**config.mk**
```make
export PLATFORM = sky130hd
export DESIGN_NAME = status_flag_unit
export DESIGN_NICKNAME = d
export VERILOG_FILES = /design/src/rtl/sfu_pkg.sv /design/src/rtl/sfu_alu_merge.sv /design/src/rtl/sfu_bit_xfer.sv /design/src/rtl/sfu_wait_fsm.sv /design/src/rtl/status_flag_unit.sv
export SDC_FILE = /design/constraint.sdc
export NUM_CORES = 1
export LEC_CHECK = 0
export BUFFER_PORTS_ARGS = -buffer_cell sky130_fd_sc_hd__buf_2
export CORE_MARGIN = 5
export CORE_UTILIZATION = 35
export CTS_BUF_LIST = sky130_fd_sc_hd__clkbuf_4 sky130_fd_sc_hd__clkbuf_8
export DETAILED_ROUTE_END_ITERATION = 8
export GPL_TIMING_DRIVEN = 1
export PLACE_DENSITY = 0.75
export SYNTH_ARGS = -nofsm -noshare
export SYNTH_HDL_FRONTEND = slang
export SYNTH_SLANG_ARGS = --single-unit
export TNS_END_PERCENT = 10
```
**constraint.sdc**
```tcl
create_clock -name clk -period 2.22 [get_ports clk]
set_input_delay 0.444 -clock clk [delete_from_list [all_inputs] [get_ports clk]]
set_output_delay 0.444 -clock clk [all_outputs]
set_load 0.005 [all_outputs]
```
**src/rtl/sfu_pkg.sv**
```systemverilog
`timescale 1ns/1ps
package sfu_pkg;
    localparam int SR_W   = 8;
    localparam int SEL_W  = $clog2(SR_W);
    localparam int ALU_W  = 5;
    localparam int MSK_W  = ALU_W + 1;

    // bit positions in the status byte
    localparam int B_C = 0;
    localparam int B_Z = 1;
    localparam int B_N = 2;
    localparam int B_V = 3;
    localparam int B_S = 4;
    localparam int B_H = 5;
    localparam int B_T = 6;
    localparam int B_I = 7;

    // index into alu_flags / alu_mask
    localparam int F_C = 0;
    localparam int F_Z = 1;
    localparam int F_N = 2;
    localparam int F_V = 3;
    localparam int F_H = 4;
    localparam int M_S = 5;

    typedef enum logic [0:0] {
        ST_RUN   = 1'b0,
        ST_STALL = 1'b1
    } wait_st_e;
endpackage

```
**src/rtl/sfu_alu_merge.sv**
```systemverilog
`timescale 1ns/1ps
module sfu_alu_merge
    import sfu_pkg::*;
(
    input  logic [SR_W-1:0]  cur,
    input  logic [MSK_W-1:0] mask,
    input  logic [ALU_W-1:0] flags,
    output logic [SR_W-1:0]  nxt
);
    localparam int MAP [ALU_W] = '{B_C, B_Z, B_N, B_V, B_H};

    always_comb begin
        nxt = cur;
        for (int k = 0; k < ALU_W; k++) begin
            if (mask[k]) nxt[MAP[k]] = flags[k];
        end
        if (mask[M_S]) nxt[B_S] = nxt[B_N] ^ nxt[B_V];
    end
endmodule

```
**src/rtl/sfu_bit_xfer.sv**
```systemverilog
`timescale 1ns/1ps
module sfu_bit_xfer
    import sfu_pkg::*;
(
    input  logic [SR_W-1:0]  opnd,
    input  logic [SEL_W-1:0] bit_sel,
    input  logic             t_cur,
    input  logic             bld_en,
    output logic             t_pick,
    output logic [SR_W-1:0]  bld_out
);
    always_comb begin
        t_pick  = opnd[bit_sel];
        bld_out = opnd;
        if (bld_en) bld_out[bit_sel] = t_cur;
    end
endmodule

```
**src/rtl/sfu_wait_fsm.sv**
```systemverilog
`timescale 1ns/1ps
module sfu_wait_fsm
    import sfu_pkg::*;
(
    input  logic clk,
    input  logic rst_n,
    input  logic wait_req,
    output logic io_wait
);
    wait_st_e st_q, st_d;

    always_ff @(posedge clk) begin
        if (!rst_n) st_q <= ST_RUN;
        else        st_q <= st_d;
    end

    always_comb begin
        st_d    = st_q;
        io_wait = 1'b0;
        unique case (st_q)
            ST_RUN: begin
                if (wait_req) st_d = ST_STALL;
            end
            ST_STALL: begin
                io_wait = 1'b1;
                st_d    = ST_RUN;
            end
            default: st_d = ST_RUN;
        endcase
    end

    AST_WAIT_SINGLE: assert property (@(posedge clk) disable iff (!rst_n)
        io_wait |=> !io_wait);
    AST_WAIT_RAISE: assert property (@(posedge clk) disable iff (!rst_n)
        (st_q == ST_RUN && wait_req) |=> io_wait);
endmodule

```
**src/rtl/status_flag_unit.sv**
```systemverilog
`timescale 1ns/1ps
module status_flag_unit
    import sfu_pkg::*;
#(
    parameter int NIRQ = 4
) (
    input  logic             clk,
    input  logic             rst_n,
    input  logic             alu_upd,
    input  logic [5:0]       alu_mask,
    input  logic [4:0]       alu_flags,
    input  logic             int_set,
    input  logic             int_clr,
    input  logic             irq_ack,
    input  logic [NIRQ-1:0]  irq_en,
    output logic [NIRQ-1:0]  irq_active,
    output logic             gie,
    input  logic             bst_en,
    input  logic             bld_en,
    input  logic [2:0]       bit_sel,
    input  logic [7:0]       opnd,
    output logic [7:0]       bld_out,
    input  logic             io_wr,
    input  logic [7:0]       io_wdata,
    output logic [7:0]       io_rdata,
    output logic             io_wait
);
    logic [SR_W-1:0] sreg_q, sreg_d, merged;
    logic            t_pick, wait_req;

    sfu_alu_merge u_merge (
        .cur   (sreg_q),
        .mask  (alu_mask),
        .flags (alu_flags),
        .nxt   (merged)
    );

    sfu_bit_xfer u_xfer (
        .opnd    (opnd),
        .bit_sel (bit_sel),
        .t_cur   (sreg_q[B_T]),
        .bld_en  (bld_en),
        .t_pick  (t_pick),
        .bld_out (bld_out)
    );

    assign wait_req = io_wr && (io_wdata[B_I] != sreg_q[B_I]);

    sfu_wait_fsm u_wait (
        .clk      (clk),
        .rst_n    (rst_n),
        .wait_req (wait_req),
        .io_wait  (io_wait)
    );

    // lowest to highest priority; irq_ack deliberately leaves the enable alone
    always_comb begin
        sreg_d = sreg_q;
        if (alu_upd) sreg_d = merged;
        if (bst_en)  sreg_d[B_T] = t_pick;
        if (int_set) sreg_d[B_I] = 1'b1;
        if (int_clr) sreg_d[B_I] = 1'b0;
        if (io_wr)   sreg_d = io_wdata;
    end

    always_ff @(posedge clk) begin
        if (!rst_n) sreg_q <= '0;
        else        sreg_q <= sreg_d;
    end

    assign io_rdata   = sreg_q;
    assign gie        = sreg_q[B_I];
    assign irq_active = irq_en & {NIRQ{sreg_q[B_I]}};

    AST_SIGN_XOR: assert property (@(posedge clk) disable iff (!rst_n)
        (alu_upd && alu_mask[M_S] && !io_wr) |=> (io_rdata[B_S] == (io_rdata[B_N] ^ io_rdata[B_V])));
    AST_GIE_GATE: assert property (@(posedge clk) disable iff (!rst_n)
        !gie |-> (irq_active == '0));
    AST_ACK_KEEP: assert property (@(posedge clk) disable iff (!rst_n)
        (irq_ack && !io_wr && !int_set && !int_clr) |=> (gie == $past(gie)));
    AST_TBIT_STORE: assert property (@(posedge clk) disable iff (!rst_n)
        (bst_en && !io_wr) |=> (io_rdata[B_T] == $past(opnd[bit_sel])));
    AST_INT_ONLY: assert property (@(posedge clk) disable iff (!rst_n)
        ((int_set || int_clr) && !io_wr && !alu_upd && !bst_en) |=> (io_rdata[6:0] == $past(io_rdata[6:0])));
    AST_IO_PRIO: assert property (@(posedge clk) disable iff (!rst_n)
        io_wr |=> (io_rdata == $past(io_wdata)));
    AST_NO_WAIT_SAME: assert property (@(posedge clk) disable iff (!rst_n)
        (io_wr && !io_wait && (io_wdata[B_I] == gie)) |=> !io_wait);
endmodule

```
Word-level counts from Yosys, hierarchy flattened
Index checks and enable logic that the tools add are counted.
{"block": "classes", "n_eq_ne": 1, "n_bitwise": 3, "muxes": 20, "reduce_logical": 13, "n_lt_le_gt_ge": 2}
{"operator": "$mux W8", "n": 2}
{"operator": "$mux W1", "n": 13}
{"operator": "$reduce_bool A2 Y1", "n": 6}
{"operator": "$bwmux W8", "n": 1}
{"operator": "$reduce_and A2 Y1", "n": 4}
{"operator": "$mux W6", "n": 1}
{"operator": "$and A4 B4 Y4", "n": 1}
{"operator": "$lt A3 B4 Y1 const B", "n": 1}
{"operator": "$bmux W1 S3", "n": 1}
{"operator": "$demux W1 S3", "n": 1}
{"operator": "$ge A3 B1 Y1 const B", "n": 1}
{"operator": "$reduce_bool A3 Y1", "n": 1}
{"operator": "$logic_and A1 B1 Y1", "n": 2}
{"operator": "$pmux W1 S2", "n": 1}
{"operator": "$ne A1 B1 Y1", "n": 1}
{"operator": "$not A1 Y1", "n": 1}
{"operator": "$xor A1 B1 Y1", "n": 1}
{"block": "totals", "in_bits": 43, "reg_bits": 9, "elab_cells": 47, "out_inout_bits": 22}

Longest topological paths before layout
{"block": "depth", "ltp_word": 6, "depth_mapped": 5, "mapped_depth_nobuf": 4}

By module
A second synthesis with hierarchy kept.
{"block": "hier_totals", "hier_cells": 79, "area_unflattened_um2": 862.1}
{"mod": "status_flag_unit", "cells_each": 46, "area_per_inst_um2": 480.5, "instances": 1, "seq_area_each_um2": 160.2}
{"mod": "sfu_bit_xfer", "cells_each": 22, "area_per_inst_um2": 250.2, "instances": 1, "seq_area_each_um2": 0.0}
{"mod": "sfu_alu_merge", "cells_each": 9, "area_per_inst_um2": 102.6, "instances": 1, "seq_area_each_um2": 0.0}
{"mod": "sfu_wait_fsm", "cells_each": 2, "area_per_inst_um2": 28.8, "instances": 1, "seq_area_each_um2": 20.0}

Worst setup path after synthesis
Ideal clock, no wire load.
{"block": "synth_path", "path_type": "in2out", "start": "input bit_sel[2]", "end": "output bld_out[1]", "t_arrival_ps": 1293, "path_buffers": 1, "cell_stages": 4, "required_ps": 1776, "setup_slack_ps": 483, "cell_sequence": "buf_6 nand2b_1 nor3b_1 mux2_2"}
{"block": "synth_between", "elab_chain_cells": 6, "elab_cells_between_ends": 7, "classes_between": "order compare: 2; mux: 4; reduce/logical: 1"}
{"item": "start, declared", "line_no": "status_flag_unit.sv:20", "rtl": "input logic [2:0] bit_sel,"}
{"item": "$lt A3 B4 Y1 (not written as such) or $ge A3 B1 Y1 (tied branches)", "line_no": "sfu_bit_xfer.sv:15", "rtl": "if (bld_en) bld_out[bit_sel] = t_cur;"}
{"item": "$logic_and A1 B1 Y1 (not written as such)", "line_no": "sfu_bit_xfer.sv:15"}
{"item": "$mux W1 (not written as such)", "line_no": "sfu_bit_xfer.sv:15"}
{"item": "$demux W1 S3 *"}
{"item": "$bwmux W8 *", "line_no": "sfu_bit_xfer.sv:15"}
{"item": "$mux W8 *", "line_no": "sfu_bit_xfer.sv:15"}
{"item": "end, declared", "line_no": "status_flag_unit.sv:22", "rtl": "output logic [7:0] bld_out,"}
Mark *: on every way between the ends. The rest lies on a longest branch, timed or not.

Worst setup path in the final report
Same ends and word-level chain as after synthesis.

==> flow_summary_export.csv <==
group,metric,value,unit
cts,clk_latency,0.25,ns
die,fp.dieH,56.1,um
timing,rsz0062_at_grt,"false",
grt,grt_pass1_vias,839,
timing,tightestPinTransition,0.363,ns
routing,ant_nets,0,
job,maxCapViolCount,0,
routing,drt_iter0_markers,31,
cts,cts_resized,0,
critical_path,arrival,1.52,ns
timing,fin_skew,0.00653,ns
timing,setup_viol,0,
critical_path,cp_slowest_stage_delay,0.36,ns
yosys,syn-num-nets,133,
timing,timing.fmax,0.509,GHz
cts,cts_hold_buffers,0,
routing,vias,815,
yosys,yosys-top-cells-area,"dfxtp_1 (24%), mux2_2 (12%), mux2i_1 (11%), and2_1 (7.6%), nand2_1 (7.6%)",
critical_path,crit_path_frequent_cell,"buf_2",
cts,clkTransAtPathRegs,0.06,ns
die,fp.coreArea,2000,um2
timing,post-route-min-period,1.96,ns
yosys,ys_ff_latch,9,
yosys,synth_compound_area_share,10.3,%
grt,grt_pass1_wl,3.41,mm
die,initial_utilization,37.2,%
cts,post-cts-setup-buffers,0,
finish,final_nets,194,
routing,route.detailed.drc,0,
finish,fin_util,53.9,%
critical_path,r2r_start,"io_rdata[3]",
grt,grt_max_degree,19,
critical_path,crit_fanout,8,
grt,track_usage,12.9,%
cts,cts_buffer_depth,2,
finish,area_growth,45.0,%
cts,clock-sinks,9,
yosys,yosysWarnings,0,
yosys,synth_area_per_cell,8.27,um2
finish,drive_gt1_share,51.3,%
cts,cts_max_level,1,
finish,antennaDiodeCount,0,
finish,final_cells,177,
die,die_w,56.1,um
grt,grt_remaining_overflow,0,
timing,fin_setup_tns,0,ns
placed_design,gp_congestion,0.862,
critical_path,cp_slowest_cell,"mux2_2",
routing,dr.pass1.iters,3,
power_and_ir_drop,p_leak,0.564,nW
critical_path,start_kind,"input pin",
min_path,hold_start,"u_wait.st_q",
min_path,hold_class,"flop to flop",
power_and_ir_drop,power_density,419,nW/um2
cts,cts_tree,"yes",
timing,slew_viol_final,0,
die,num_rows,16,
routing,wl,1.95,mm
placed_design,portBuffers,63,
cts,cts_root_buffer,"clkbuf_4",
critical_path,cp-startpoint,"bit_sel[2]",
yosys,synth_xor_xnor_area_share,2.35,%
placed_design,dp_cells,173,
grt,antenna_found_initial,0,
yosys,yosysTopAreaCell,"dfxtp_1",
power_and_ir_drop,power.total,0.453,mW
routing,vias_per_cell,4.60,
yosys,synth_top_family_by_area,"simple AND/OR/NAND/NOR gates",
yosys,muxShareOfSynthArea,25.9,%
yosys,syn_inst,90,
yosys,synthSimpleGateAreaFrac,31.4,%
critical_path,worstPathCellList,"buf_2, nand2b_1, nor3b_1, mux2_2, buf_2",
critical_path,cp-end-kind,"output port",
run_status,status,"finished, final reports clean",
yosys,seq_area_frac_synth,24.2,%
routing,drt-wirelength-per-cell,11.0,um
critical_path,crit_type,"input pin to output port",
die,die-area,3150,um2
finish,final_cell_area,1080,um2
timing,relSlewSlack,75.2,%
cts,numCtsBuffers,3,
yosys,yosysTopAreaCellShare,24.2,%
timing,fin_crit_sh,88.5,%
die,boundaryPins,65,
critical_path,required,1.78,ns
yosys,synth_fa_ha_area_share,0,%
placed_design,placed_area,1050,um2
power_and_ir_drop,ir_worst_vdd,0.224,mV
timing,final_hold_viol_count,0,
yosys,ys_types,27,
yosys,netlist_area,744,um2
==> cell usage in the layout (no fill, tap or decap), drive strengths merged <==
cell,synthesis,layout
buf,5,63
nand2,15,15
and2,9,9
dfxtp,9,9
mux2,8,8
mux2i,8,8
o21ai,6,6
nor3,4,4
clkbuf,2,4
nor2,3,3
nand2b,3,3
nor3b,2,2
nand4b,2,2
a21oi,2,2
nor2b,2,2
xnor2,2,2
nand3,1,1
nand4,1,1
a311o,1,1
a21boi,1,1
mux4,1,1
nand3b,1,1
a2111oi,1,1
a32o,1,1
==> power by group <==
part | leakage [nW] | total [mW] | internal, mW | switching (mW)
logic | 0.471 | 0.142 | 0.0818 | 0.0601
clock network | 0.0184 | 0.130 | 0.0809 | 0.0488
registers | 0.0744 | 0.181 | 0.172 | 0.00896
total | 0.564 | 0.453 | 0.335 | 0.118
==> final timing paths <==
| path | to | slack (ns) | cells after the start |
|---|---|---|---|
| max | bld_out[1] | 0.26 | 5 |
| min | u_wait.st_q | 0.42 | 1 |
| max reg2reg | io_rdata[4] | 1.09 | 4 |
| min reg2reg | u_wait.st_q | 0.42 | 1 |
==> cells in the mapped netlist, drive strengths merged <==
library cell	instances
buf	5
dfxtp	9
a21boi	1
nand2	15
nor3	4
mux4	1
nand4	1
o21ai	6
nand3	1
a311o	1
nor2b	2
nor3b	2
clkbuf	2
mux2i	8
a2111oi	1
nor2	3
a32o	1
mux2	8
a21oi	2
nand3b	1
and2	9
xnor2	2
nand4b	2
nand2b	3
==> logic make-up (layout without fill, tap and decap cells) <==
kind of cell | count (synthesis) | count (layout)
AOI/OAI and AO/OA | 12 | 12
and+or+nand+nor | 43 | 43
xor gates and xnor gates | 2 | 2
buffers and inverters | 7 | 67
DFF | 9 | 9
muxes | 17 | 17
==> final cells by class <==
type	instances	area, um2
clock buffers	4	30.0
multi-input cells	74	520
flip-flops and latches	9	180
repair buffers	63	315
fillers	196	922
well taps	27	33.8
==> through the flow <==
step                      hold WS [ns]  worst slack, ns
after detailed placement         0.415            0.263
after global placement           0.404            0.294
after global routing             0.445            0.197
final                            0.417            0.256
after floorplan                  0.422            0.483
after CTS                        0.423            0.250
==> registers in the layout, summed over array words and instances (netlist names) <==
name and flops:
u_wait.st_q 1, io_rdata 8
==> per-layer routing <==
| layer | vias to the layer above | GRT usage (%) | wire length, um |
|---|---|---|---|
| met5 | - | 0 | 0 |
| met4 | 0 | 2.03 | 7 |
| met3 | 2 | 6.50 | 270 |
| met2 | 42 | 22.2 | 910 |
| met1 | 332 | 14.5 | 760 |
| li1 | 439 | - | - |
==> critical path: cells and delay by family <==
kind | cells | cell delay [ns]
muxes | 1 | 0.36
and+or+nand+nor | 2 | 0.44
buffers and inverters | 2 | 0.28
Note: power is estimated with default switching activity, not from simulation.
